[config.mk]
export PLATFORM = sky130hd
export DESIGN_NAME = cfg_seq_ctrl
export DESIGN_NICKNAME = d
export VERILOG_FILES = /design/src/rtl/cfg_seq_pkg.sv /design/src/rtl/cfg_byte_packer.sv /design/src/rtl/cfg_crc32.sv /design/src/rtl/cfg_fuse_latch.sv /design/src/rtl/cfg_seq_ctrl.sv
export SDC_FILE = /design/constraint.sdc
export NUM_CORES = 1
export LEC_CHECK = 0
export BUFFER_PORTS_ARGS = -buffer_cell sky130_fd_sc_hd__buf_4
export CAP_MARGIN = 15
export CORE_ASPECT_RATIO = 1.25
export CORE_MARGIN = 1
export CORE_UTILIZATION = 55
export DETAILED_ROUTE_END_ITERATION = 8
export PLACE_DENSITY = 0.87
export RECOVER_POWER = 25
export SLEW_MARGIN = 20
export SYNTH_ARGS = -nofsm -noshare
export SYNTH_HDL_FRONTEND = slang
export SYNTH_SLANG_ARGS = --single-unit
[constraint.sdc]
create_clock -name clk_i -period 8.2 [get_ports clk_i]
set_input_delay 1.64 -clock clk_i [delete_from_list [all_inputs] [get_ports clk_i]]
set_output_delay 1.64 -clock clk_i [all_outputs]
set_load 0.05 [all_outputs]
[src/rtl/cfg_seq_pkg.sv]
package cfg_seq_pkg;

  typedef enum logic [3:0] {
    ST_RST, ST_FUSE, ST_CLEAR, ST_SYNC, ST_ID, ST_HDR,
    ST_LOAD, ST_CRC, ST_START, ST_USER, ST_ERR
  } cfg_state_e;

  // reflected CRC-32, one byte
  function automatic logic [31:0] crc32_step(input logic [31:0] c, input logic [7:0] b);
    logic [31:0] r;
    r = c ^ {24'h0, b};
    for (int i = 0; i < 8; i++) r = r[0] ? ((r >> 1) ^ 32'hEDB8_8320) : (r >> 1);
    return r;
  endfunction

  function automatic logic [2:0] phase_of(input cfg_state_e s);
    case (s)
      ST_FUSE:          return 3'd1;
      ST_CLEAR:         return 3'd2;
      ST_SYNC, ST_ID:   return 3'd3;
      ST_HDR, ST_LOAD:  return 3'd4;
      ST_CRC:           return 3'd5;
      ST_START:         return 3'd6;
      ST_USER:          return 3'd7;
      default:          return 3'd0;
    endcase
  endfunction

endpackage

[src/rtl/cfg_byte_packer.sv]
module cfg_byte_packer (
  input  logic        clk_i,
  input  logic        rst_ni,
  input  logic        clr_i,
  input  logic        en_i,
  input  logic [7:0]  byte_i,
  output logic [31:0] window_o,
  output logic        word_vld_o
);
  logic [23:0] sr_q;
  logic [1:0]  cnt_q;

  assign window_o   = {sr_q, byte_i};
  assign word_vld_o = en_i && (cnt_q == 2'd3);

  always_ff @(posedge clk_i or negedge rst_ni) begin
    if (!rst_ni) begin
      sr_q  <= '0;
      cnt_q <= '0;
    end else if (clr_i) begin
      sr_q  <= '0;
      cnt_q <= '0;
    end else if (en_i) begin
      sr_q  <= window_o[23:0];
      cnt_q <= cnt_q + 2'd1;
    end
  end
endmodule

[src/rtl/cfg_crc32.sv]
module cfg_crc32 (
  input  logic        clk_i,
  input  logic        rst_ni,
  input  logic        clr_i,
  input  logic        en_i,
  input  logic [7:0]  byte_i,
  output logic [31:0] crc_o
);
  import cfg_seq_pkg::*;
  logic [31:0] crc_q;

  assign crc_o = ~crc_q;

  always_ff @(posedge clk_i or negedge rst_ni) begin
    if (!rst_ni)    crc_q <= '1;
    else if (clr_i) crc_q <= '1;
    else if (en_i)  crc_q <= crc32_step(crc_q, byte_i);
  end
endmodule

[src/rtl/cfg_fuse_latch.sv]
module cfg_fuse_latch #(
  parameter int NUM_FUSE = 4,
  parameter int FUSE_W   = 16,
  parameter int IDX_W    = 2
) (
  input  logic                       clk_i,
  input  logic                       rst_ni,
  input  logic                       en_i,
  input  logic [IDX_W-1:0]           idx_i,
  input  logic [FUSE_W-1:0]          data_i,
  output logic [NUM_FUSE*FUSE_W-1:0] fuses_o
);
  for (genvar k = 0; k < NUM_FUSE; k++) begin : g_slot
    always_ff @(posedge clk_i or negedge rst_ni) begin
      if (!rst_ni)                                fuses_o[k*FUSE_W +: FUSE_W] <= '0;
      else if (en_i && idx_i == IDX_W'(k))        fuses_o[k*FUSE_W +: FUSE_W] <= data_i;
    end
  end
endmodule

[src/rtl/cfg_seq_ctrl.sv]
module cfg_seq_ctrl #(
  parameter int          NUM_FUSE    = 4,
  parameter int          FUSE_W      = 16,
  parameter int          NUM_FRAMES  = 8,
  parameter int          FRAME_WORDS = 2,
  parameter int          STARTUP_CYC = 5,
  parameter logic [31:0] SYNC_WORD   = 32'hA55A_3CC3,
  parameter logic [31:0] DEVICE_ID   = 32'h0D15_E220,
  localparam int FUSE_AW  = (NUM_FUSE > 1) ? $clog2(NUM_FUSE) : 1,
  localparam int FRAME_AW = (NUM_FRAMES > 1) ? $clog2(NUM_FRAMES) : 1,
  localparam int FRAME_W  = 32 * FRAME_WORDS
) (
  input  logic                       clk_i,
  input  logic                       rst_ni,
  output logic                       fuse_rd_o,
  output logic [FUSE_AW-1:0]         fuse_addr_o,
  input  logic [FUSE_W-1:0]          fuse_data_i,
  output logic [NUM_FUSE*FUSE_W-1:0] fuse_bits_o,
  output logic                       frm_we_o,
  output logic [FRAME_AW-1:0]        frm_addr_o,
  output logic [FRAME_W-1:0]         frm_wdata_o,
  output logic                       cfg_busy_o,
  input  logic                       bs_valid_i,
  input  logic [7:0]                 bs_byte_i,
  output logic [2:0]                 phase_o,
  output logic                       err_o,
  output logic                       done_o
);
  import cfg_seq_pkg::*;

  localparam int WORD_AW  = (FRAME_WORDS > 1) ? $clog2(FRAME_WORDS) : 1;
  localparam int START_W  = $clog2(STARTUP_CYC + 1);

  cfg_state_e state_q, state_d;
  logic [FUSE_AW-1:0]  fidx_q;
  logic [FRAME_AW-1:0] cidx_q, ld_addr_q, ld_waddr_q;
  logic [FRAME_AW:0]   nfr_q;
  logic [WORD_AW-1:0]  widx_q;
  logic [FRAME_W-1:0]  frame_buf_q, frame_nxt, ld_data_q;
  logic                ld_we_q;
  logic [START_W-1:0]  st_cnt_q;
  logic [2:0]          err_phase_q;

  logic        rx_state, accept, sync_hit, word_vld, last_word, last_frame;
  logic [31:0] window, crc_val;

  assign rx_state = state_q inside {ST_SYNC, ST_ID, ST_HDR, ST_LOAD, ST_CRC};
  assign accept   = rx_state && bs_valid_i;
  assign sync_hit = (state_q == ST_SYNC) && accept && (window == SYNC_WORD);

  cfg_byte_packer u_packer (
    .clk_i, .rst_ni,
    .clr_i     (!rx_state || sync_hit),
    .en_i      (accept),
    .byte_i    (bs_byte_i),
    .window_o  (window),
    .word_vld_o(word_vld)
  );

  cfg_crc32 u_crc (
    .clk_i, .rst_ni,
    .clr_i (state_q == ST_HDR),
    .en_i  ((state_q == ST_LOAD) && accept),
    .byte_i(bs_byte_i),
    .crc_o (crc_val)
  );

  cfg_fuse_latch #(.NUM_FUSE(NUM_FUSE), .FUSE_W(FUSE_W), .IDX_W(FUSE_AW)) u_fuse (
    .clk_i, .rst_ni,
    .en_i   (state_q == ST_FUSE),
    .idx_i  (fidx_q),
    .data_i (fuse_data_i),
    .fuses_o(fuse_bits_o)
  );

  assign last_word  = (widx_q == WORD_AW'(FRAME_WORDS - 1));
  assign last_frame = ({1'b0, ld_addr_q} == nfr_q - 1'b1);

  always_comb begin
    frame_nxt = frame_buf_q;
    for (int k = 0; k < FRAME_WORDS; k++)
      if (widx_q == WORD_AW'(k)) frame_nxt[32*k +: 32] = window;
  end

  always_comb begin
    state_d = state_q;
    case (state_q)
      ST_RST:   state_d = ST_FUSE;
      ST_FUSE:  if (fidx_q == FUSE_AW'(NUM_FUSE - 1)) state_d = ST_CLEAR;
      ST_CLEAR: if (cidx_q == FRAME_AW'(NUM_FRAMES - 1)) state_d = ST_SYNC;
      ST_SYNC:  if (sync_hit) state_d = ST_ID;
      ST_ID:    if (word_vld) state_d = (window == DEVICE_ID) ? ST_HDR : ST_ERR;
      ST_HDR:   if (word_vld)
                  state_d = (window != '0 && window <= 32'(NUM_FRAMES)) ? ST_LOAD : ST_ERR;
      ST_LOAD:  if (word_vld && last_word && last_frame) state_d = ST_CRC;
      ST_CRC:   if (word_vld) state_d = (window == crc_val) ? ST_START : ST_ERR;
      ST_START: if (st_cnt_q == START_W'(STARTUP_CYC - 1)) state_d = ST_USER;
      default:  state_d = state_q;
    endcase
  end

  always_ff @(posedge clk_i or negedge rst_ni) begin
    if (!rst_ni) begin
      state_q     <= ST_RST;
      fidx_q      <= '0;
      cidx_q      <= '0;
      ld_addr_q   <= '0;
      ld_waddr_q  <= '0;
      nfr_q       <= '0;
      widx_q      <= '0;
      frame_buf_q <= '0;
      ld_data_q   <= '0;
      ld_we_q     <= 1'b0;
      st_cnt_q    <= '0;
      err_phase_q <= '0;
    end else begin
      state_q <= state_d;
      ld_we_q <= 1'b0;
      if (state_q == ST_FUSE)  fidx_q <= fidx_q + 1'b1;
      if (state_q == ST_CLEAR) cidx_q <= cidx_q + 1'b1;
      if (state_q == ST_HDR && word_vld) begin
        nfr_q     <= window[FRAME_AW:0];
        ld_addr_q <= '0;
        widx_q    <= '0;
      end
      if (state_q == ST_LOAD && word_vld) begin
        frame_buf_q <= frame_nxt;
        if (last_word) begin
          widx_q     <= '0;
          ld_we_q    <= 1'b1;
          ld_waddr_q <= ld_addr_q;
          ld_data_q  <= frame_nxt;
          ld_addr_q  <= ld_addr_q + 1'b1;
        end else begin
          widx_q <= widx_q + 1'b1;
        end
      end
      st_cnt_q <= (state_q == ST_START) ? st_cnt_q + 1'b1 : '0;
      if (state_d == ST_ERR && state_q != ST_ERR) err_phase_q <= phase_of(state_q);
    end
  end

  assign fuse_rd_o   = (state_q == ST_FUSE);
  assign fuse_addr_o = fidx_q;
  assign frm_we_o    = (state_q == ST_CLEAR) || ld_we_q;
  assign frm_addr_o  = (state_q == ST_CLEAR) ? cidx_q : ld_waddr_q;
  assign frm_wdata_o = (state_q == ST_CLEAR) ? '0 : ld_data_q;
  assign cfg_busy_o  = state_q inside {ST_RST, ST_FUSE, ST_CLEAR};
  assign err_o       = (state_q == ST_ERR);
  assign done_o      = (state_q == ST_USER);
  assign phase_o     = err_o ? err_phase_q : phase_of(state_q);

  // fuse reads walk the array one word per cycle
  assert_fuse_order_R2: assert property (@(posedge clk_i) disable iff (!rst_ni)
    fuse_rd_o && $past(fuse_rd_o) |-> fuse_addr_o == $past(fuse_addr_o) + 1'b1);
  assert_fuse_hold_R2: assert property (@(posedge clk_i) disable iff (!rst_ni)
    phase_o != 3'd1 |=> $stable(fuse_bits_o));
  assert_clear_zero_R3: assert property (@(posedge clk_i) disable iff (!rst_ni)
    cfg_busy_o && frm_we_o |-> frm_wdata_o == '0);
  assert_busy_release_R4: assert property (@(posedge clk_i) disable iff (!rst_ni)
    $fell(cfg_busy_o) |-> $past(frm_we_o) && $past(frm_addr_o) == FRAME_AW'(NUM_FRAMES - 1));
  assert_busy_no_rise_R4: assert property (@(posedge clk_i) disable iff (!rst_ni)
    !cfg_busy_o |=> !cfg_busy_o);
  assert_err_hold_R6: assert property (@(posedge clk_i) disable iff (!rst_ni)
    err_o |=> err_o && !done_o && !frm_we_o && $stable(phase_o));
  assert_done_hold_R10: assert property (@(posedge clk_i) disable iff (!rst_ni)
    done_o |=> done_o && !frm_we_o && !err_o);
endmodule

Word-level counts from Yosys, hierarchy flattened. Memory sizes are Yosys's and may differ from the RTL's. A register that Yosys moved wholly into a read port is not among the register bits. Index checks and enable logic that the tools add are counted.

Memories: 2. Output and inout port bits: 141. Bits in read-only memories: 96. Logic and storage cells: 128. Bits of input ports: 27. Bits in registers: 274.

Memory list: (name not given) (words 16, bits a word 3, rd ports 1, clocked after memory_dff 0, write ports 0, line cfg_seq_pkg.sv:17) `case (s)`; (name not given) (words 16, bits a word 3, rd ports 1, clocked after memory_dff 1, write ports 0, line cfg_seq_pkg.sv:17).

Bitwise gates (word level): 10. Order comparisons: 1. Eq/ne operators: 22. Mux-type cells: 40. Reductions and logical operators: 28. Add/subtract/negate cells: 7.

Operators with widths (number): $mux 32 (12); $not 13->14 (8); $mux 64 (1); $mux 24 (2); $mux 4 (10); $pmux 4 s9 (1); $eq 32x28->1 const B (1); $eq 32x32->1 (1); $eq 32x32->1 const B (1); $le 32x4->1 const B (1); $not 32->32 (1); $reduce_bool 32->1 (1); $xor 32x8->32 (1); $mux 3 (6); $eq 4x3->1 const B (4); $eq 4x4->1 const B (4); $logic_and 1x1->1 (15); $add 3x1->3 const B (3); $eq 4x2->1 const B (2); $eq 2x2->1 const B (3); $eq 3x3->1 const B (2); $mux 2 (3); $reduce_bool 2->1 (3); $mux 1 (5); 14 further kinds (17).

Depth between registers and ports, before layout. Gate-level depths: netlist of run 1.

Word-level depth: 19. Depth in mapped cells: 11. Mapped depth without buffers: 9.

Hierarchy. Synthesis of run 1 repeated with hierarchy kept, for this count alone.

Cells, all modules: 1111. Area total of the unflattened synthesis: 12194.2 µm².

Modules (own cells, without submodules): cfg_seq_ctrl (area each 6271.0 µm², times used 1, cells an instance 673, sequential area each 3078.0 µm²); cfg_fuse_latch (area each 2411.1 µm², times used 1, cells an instance 136, sequential area each 1601.5 µm²); cfg_crc32 (area each 2358.5 µm², times used 1, cells an instance 208, sequential area each 840.8 µm²); cfg_byte_packer (area each 1153.6 µm², times used 1, cells an instance 94, sequential area each 650.6 µm²).

Worst setup path before layout of run 1. No wires, ideal clock.

Kind: register to output. From: reg state_q[0]. To: out frm_addr_o[0]. Setup slack: 4217 ps. Arrival: 2343 ps. Path buffers: 4. Cell stages (with the launch flop): 9. Data required time: 6560 ps. Path through: dfrtp_1 inv_1 ha_1 clkbuf_1 clkbuf_1 and2_0 clkbuf_1 clkbuf_1 mux2_2.

Word-level cells in the longest chain between the ends: 2.

RTL lines: start: declaration (line cfg_seq_ctrl.sv:34) `cfg_state_e state_q, state_d;`; start signal: assignment (line cfg_seq_ctrl.sv:117) `state_q <= state_d;`; $eq 4x2->1 (line cfg_seq_ctrl.sv:146) `assign frm_addr_o = (state_q == ST_CLEAR) ? cidx_q : ld_waddr_q;`; $mux 3 (line cfg_seq_ctrl.sv:146); end: declaration (line cfg_seq_ctrl.sv:20) `output logic [FRAME_AW-1:0] frm_addr_o,`.

Every way passes these cells.

==> impl_metrics.py, run 1 <==
metrics = {
    "drt": {
        "ant_nets": 0,
        "dr.pass1.iters": 5,
        "drc": 0,
        "dr.first_iter.drc_count": 562,
        "wirelength_um": 27400,
        "drt-vias-per-instance": 5.58,
        "wire_per_inst_um": 18.0,
        "vias": 8481,
    },
    "die": {
        "die-area_um2": 21800,
        "die_w_um": 132,
        "start_util_pct": 56.1,
        "die_y_um": 165,
        "core_um2": 20800,
        "io_pins": 168,
        "rows": 59,
    },
    "synthesis": {
        "avgSynthCellArea_um2": 10.7,
        "syn_area_um2": 11700,
        "synthSimpleGateAreaFrac_pct": 17.1,
        "synthXorXnorAreaFrac_pct": 8.55,
        "ys_warn_count": 0,
        "synth_edf_count": 0,
        "synth_fa_ha_area_share_pct": 1.93,
        "postSynth.asyncResetShare_pct": 100,
        "synth_nets": 1139,
        "seq_area_frac_synth_pct": 52.9,
        "synthMuxAreaShare_pct": 12.8,
        "syn_inst": 1094,
        "synth_top_family_by_area": "simple AND/OR/NAND/NOR gates",
        "ys_seq_elements": 245,
        "synth_ff_type": "dfrtp_1",
        "synth_compound_area_share_pct": 4.12,
        "ys_types": 60,
    },
    "timing": {
        "min_period_ps": 5500,
        "post-route-period-util_pct": 67.1,
        "setup_tns_ps": 0,
        "finalClockSkew_ps": 14.2,
        "rsz0062_at_grt": "no",
        "tightest_slew_ps": 4580,
        "clock.fmax_mhz": 182,
        "max_slew_margin_pct": -205,
        "final-hold-violation-count": 0,
        "drv_slew": 90,
        "setup_viol": 0,
    },
    "setup_path": {
        "worstPathRequired_ps": 8710,
        "crit_path_max_fanout": 89,
        "crit_buf_inv": 2,
        "path_cells": "clkbuf_1 > buf_4",
        "worstSetupPathType": "in -> async",
        "cp-start-kind": "input pin",
        "cp_top_family": "buffers and inverters",
        "crit_path_end_kind": "asynchronous set/reset pin",
        "max_stage_delay_ps": 3160,
        "crit_slowest_cell": "clkbuf_1",
        "critPathArrivalTime_ps": 6010,
    },
    "grt": {
        "grt_max_degree": 90,
        "antenna_found_initial": 0,
        "grt_usage_pct": 25.5,
        "grt_pass1_vias": 8725,
        "grt.overflow.total": 0,
        "grt_pass1_wl_um": 44800,
    },
    "final_layout": {
        "finish.utilization_pct": 67.2,
        "layout_commonest_cell": "nand2_1",
        "final_cell_mix": "221 x nand2_1, 213 x dfrtp_1, 173 x buf_4",
        "n_antenna_cell": 0,
        "n_fill_cell": 1537,
        "drive_gt1_share_pct": 25.8,
        "syn_to_final_growth_pct": 19.8,
        "nets": 1273,
    },
    "cts": {
        "ctsResizeCount": 0,
        "cts-root-buf": "clkbuf_16",
        "clk_path_buf_depth": 3,
        "numCtsBuffers": 24,
        "cts_tree": "done",
        "post-cts-setup-buffer-count": 0,
        "clkSlewWorstSetupHoldPaths_ps": 60,
        "holdBufCountCts": 0,
        "htreeDepth": 1,
        "cts.sinks": 245,
        "clock_latency_ps": 520,
    },
    "power": {
        "powerDensity_nw_per_um2": 344,
        "vdd_ir_drop_max_mv": 0.322,
        "p_leak_nw": 7.05,
    },
    "placement": {
        "hpwl_um": 18200,
        "routabilityCongestion": 0.904,
        "io_buffers": 167,
    },
    "flow_run": {
        "cap_violations": 1,
    },
    "min_path": {
        "hp-class": "reg -> reg",
    },
    "outcome": {
        "violations": "max-capacitance violations, max-slew violations",
        "status": "finished, violations left",
    },
}
==> kinds of logic (layout without fill, tap and decap cells) <==
family,after synthesis,in the layout
buf+inv,82,233
simple gates,430,430
fa+ha+maj,18,18
compound gates,80,80
mux,134,134
xor+xnor,105,105
flops,245,245
==> area by class of cell <==
cell class,count,area [um^2],share of cell area (%)
inverter,15,57.6,0.412
clock inverter,9,160,1.15
clock buffer,34,729,5.22
sequential,245,6170,44.1
timing repair buffer,175,1330,9.51
multi-input combinational,767,5190,37.1
tap,274,343,2.45
==> cells in the mapped netlist, drive strengths merged (5+ instances only) <==
master  count  area (um^2)
nand2     222          833
dfrtp     213         5330
mux2      109         1240
nor2       76          285
xnor2      73          696
nor2b      67          419
clkbuf     54          203
a21oi      38          190
dfstp      32          841
xor2       31          279
mux2i      25          250
ha         18          225
inv        15         56.3
o21ai      14         70.1
buf        13         57.6
nor4       12         87.6
nand4      11         68.8
and3        8         50.1
nor3        7         35.0
a31oi       5         31.3
==> final timing paths <==
path	startpoint	end	slack (ps)	cells after the start
max	rst_ni	u_fuse.fuses_o[0]	2700	2
min	st_cnt_q[0]	st_cnt_q[0]	450	1
max reg2reg	state_q[1]	ld_addr_q[0]	4020	8
min reg2reg	st_cnt_q[0]	st_cnt_q[0]	450	1
max in group clk_i	state_q[3]	frm_addr_o[2]	3570	4
min in group asynchronous	rst_ni	ld_data_q[51]	2760	1
==> through the flow <==
step | total power, W | hold WS [ps] | std cells | worst slack (ps) | instance area (um^2)
after floorplan | 0.00302 | 429 | 1094 | 4220 | 11700
after global placement | 0.00355 | 442 | 1475 | 3740 | 13100
after detailed placement | 0.00359 | 448 | 1475 | 3650 | 13100
after CTS | 0.00483 | 460 | 1518 | 3190 | 14000
after global routing | 0.00502 | 479 | 1519 | 1750 | 14000
final | 0.00482 | 454 | 1519 | 2700 | 14000
==> state kept, by name, indices dropped and copies added, names as in the netlist <==
name / count
err_phase_q: 3
fuse_addr_o: 2
last_word: 1
ld_data_q: 64
frame_buf_q: 32
ld_waddr_q: 3
nfr_q: 4
cidx_q: 3
st_cnt_q: 3
ld_we_q: 1
ld_addr_q: 3
u_crc.crc_q: 32
u_packer.cnt_q: 2
u_packer.sr_q: 24
u_fuse.fuses_o: 64
state_q: 4
==> per-layer routing <==
layer  global-route usage [%]  vias to the layer above  part of all wire [%]
met5                        0                        -                     0
met4                     9.09                        0                   2.9
met3                     5.59                       75                   7.7
met2                     44.8                      351                    50
met1                     31.1                     4165                    39
li1                         -                     3890                     -
==> report_power, final <==
group | internal [W] | total, W | leakage (nW) | switching, W
clock network | 0.000747 | 0.00121 | 0.430 | 0.000465
logic | 0.000676 | 0.00192 | 3.43 | 0.00125
registers | 0.00145 | 0.00168 | 3.19 | 0.000231
total | 0.00287 | 0.00482 | 7.05 | 0.00194
No activity file was read; power rests on OpenSTA's default activity.
==> run 2: changes to the inputs <==
Clock period 8.2 ns to 5.15 ns, I/O delays scaled along.
==> run 2 against run 1 <==
  * Count of clock-buffer cells in the layout fell by 1
  * Die area is the same
  * Critical path type is now reg -> out
  * Global-route usage is 0.096 points higher
  * Power increased by 60%
  * Utilization fell by 0.096 points
  * Clock skew grew 2.3 ps
  * Via count down 0.44%
  * Combinational power is 60% higher
  * The run still ends with max-capacitance violations, max-slew violations left
  * Largest cell class unchanged
  * Design area shrank 0.14%
  * Highest routed layer unchanged
  * Non-clock buffer count grew 1
  * Sequential power is 60% higher
==> impl_metrics.py, run 2 (same netlist as run 1, synthesis figures left out) <==
metrics = {
    "final_layout": {
        "drive_gt1_share_pct": 25.7,
        "n_antenna_cell": 0,
        "instances_no_fill": 1520,
        "finish.utilization_pct": 67.1,
        "area.sequential_um2": 6170,
        "n_fill_cell": 1525,
        "final_cell_mix": "222 x nand2_1, 213 x dfrtp_1, 174 x buf_4",
        "syn_to_final_growth_pct": 19.7,
        "reg_top3": "ld_data_q: 64 flops, u_fuse.fuses_o: 64 flops",
        "multi_input_area_um2": 5190,
        "layout_commonest_cell": "nand2_1",
        "nets": 1274,
    },
    "timing": {
        "tightest_slew_ps": 2820,
        "finalClockSkew_ps": 16.5,
        "post-route-period-util_pct": 79.5,
        "min_period_ps": 4100,
        "fin_hold_ws_ps": 464,
        "rsz0062_at_grt": "no",
        "setup_tns_ps": 0,
        "setup_viol": 0,
        "fin_ws_ps": 1050,
        "max_slew_margin_pct": -88.2,
        "final-hold-violation-count": 0,
        "drv_slew": 114,
        "clock.fmax_mhz": 244,
    },
    "die": {
        "core_um2": 20800,
        "die-area_um2": 21800,
        "io_pins": 168,
        "die_y_um": 165,
        "rows": 59,
        "start_util_pct": 56.1,
        "die_w_um": 132,
    },
    "flow_run": {
        "cap_violations": 1,
    },
    "setup_path": {
        "crit_path_max_fanout": 59,
        "rrSetupSlack_ps": 1820,
        "path_cells": "nor2_1 > and2_2 > buf_4 > or2_2 > buf_4",
        "worstPathRequired_ps": 4120,
        "crit_path_end_kind": "primary output",
        "worstRegToRegCells": 9,
        "cp-start-kind": "register",
        "worstSetupPathType": "reg -> out",
        "max_stage_delay_ps": 610,
        "crit_slowest_cell": "dfrtp_1",
        "critPathArrivalTime_ps": 3070,
        "crit_top_cell": "buf_4",
    },
    "placement": {
        "dp_slack_ps": 1640,
        "io_buffers": 167,
        "dp.cells": 1477,
        "hpwl_um": 18300,
        "routabilityCongestion": 0.910,
    },
    "cts": {
        "cts_tree": "done",
        "clock_latency_ps": 530,
        "clkSlewWorstSetupHoldPaths_ps": 70,
        "holdBufCountCts": 0,
        "post-cts-setup-buffer-count": 0,
        "cts-root-buf": "clkbuf_16",
        "clk_path_buf_depth": 3,
        "cts.sinks": 245,
        "numCtsBuffers": 24,
        "htreeDepth": 1,
        "ctsResizeCount": 0,
    },
    "grt": {
        "grt.overflow.total": 0,
        "antenna_found_initial": 0,
        "grt_max_degree": 115,
        "grt_usage_pct": 25.6,
        "grt_pass1_wl_um": 44800,
        "grt_pass1_vias": 8550,
    },
    "min_path": {
        "hp-class": "reg -> reg",
        "min_delay_path_depth": 2,
    },
    "power": {
        "intPower_w": 0.00458,
        "seq_power_share_pct": 34.8,
        "powerDensity_nw_per_um2": 550,
        "combPwrFrac_pct": 40.1,
        "p_leak_nw": 7.05,
        "clkPwrFrac_pct": 25.1,
        "vdd_ir_drop_max_mv": 0.615,
        "switching_share_pct": 40.4,
        "switchingPower_w": 0.00310,
    },
    "drt": {
        "vias": 8444,
        "ant_nets": 0,
        "dr.pass1.iters": 5,
        "drc": 0,
        "dr.first_iter.drc_count": 573,
        "wire_per_inst_um": 18.0,
        "drt-vias-per-instance": 5.56,
        "wirelength_um": 27300,
    },
    "outcome": {
        "status": "finished, violations left",
        "violations": "max-capacitance violations, max-slew violations",
    },
}
[run 2: layout make-up]
type / count / share of cell area [%]
clock buffers: 33 / 4.98
clock inverters: 10 / 1.27
inverters: 15 / 0.403
multi-input cells: 767 / 37.2
flip-flops and latches: 245 / 44.2
well taps: 274 / 2.45
repair buffers: 176 / 9.53
[run 2: path summary, 6_finish.rpt]
path                                        end           start
worst min-delay path               ld_data_q[2]  frame_buf_q[2]
min in group asynchronous         ld_data_q[13]          rst_ni
worst max-delay path                   frm_we_o      state_q[3]
worst min register to register     ld_data_q[2]  frame_buf_q[2]
max in group asynchronous       u_crc.crc_q[13]          rst_ni
worst max register to register    ld_data_q[46]      state_q[1]
[run 2: power groups by stage]
stage	logic [W]	registers, W	clock network [W]
after global routing	0.00325	0.00272	0.00203
after detailed placement	0.00304	0.00269	0
after CTS	0.00307	0.00267	0.00195
after floorplan	0.00138	0.00343	0
final	0.00308	0.00268	0.00193
after global placement	0.00297	0.00266	0
[run 2: critical path, delay by kind of cell (launching register included)]
| family | cells | cell delay, ps |
|---|---|---|
| AND/OR/NAND/NOR | 3 | 1220 |
| buffers and inverters | 2 | 700 |
| flip-flops | 1 | 610 |
[run 2: routing by layer]
metal | share of wire (%) | vias to the layer above | track usage, %
met5 | 0 | - | 0
met4 | 2.6 | 0 | 9.61
met3 | 8.7 | 59 | 5.92
met2 | 49 | 390 | 43.7
met1 | 39 | 4112 | 31.9
li1 | - | 3883 | -
[run 2: stage by stage]
step                cell area [um^2]  power (W)
detailed placement             13100    0.00573
global route                   14000    0.00799
finish                         14000    0.00768
CTS                            14000    0.00769
global placement               13100    0.00564
floorplan                      11700    0.00481
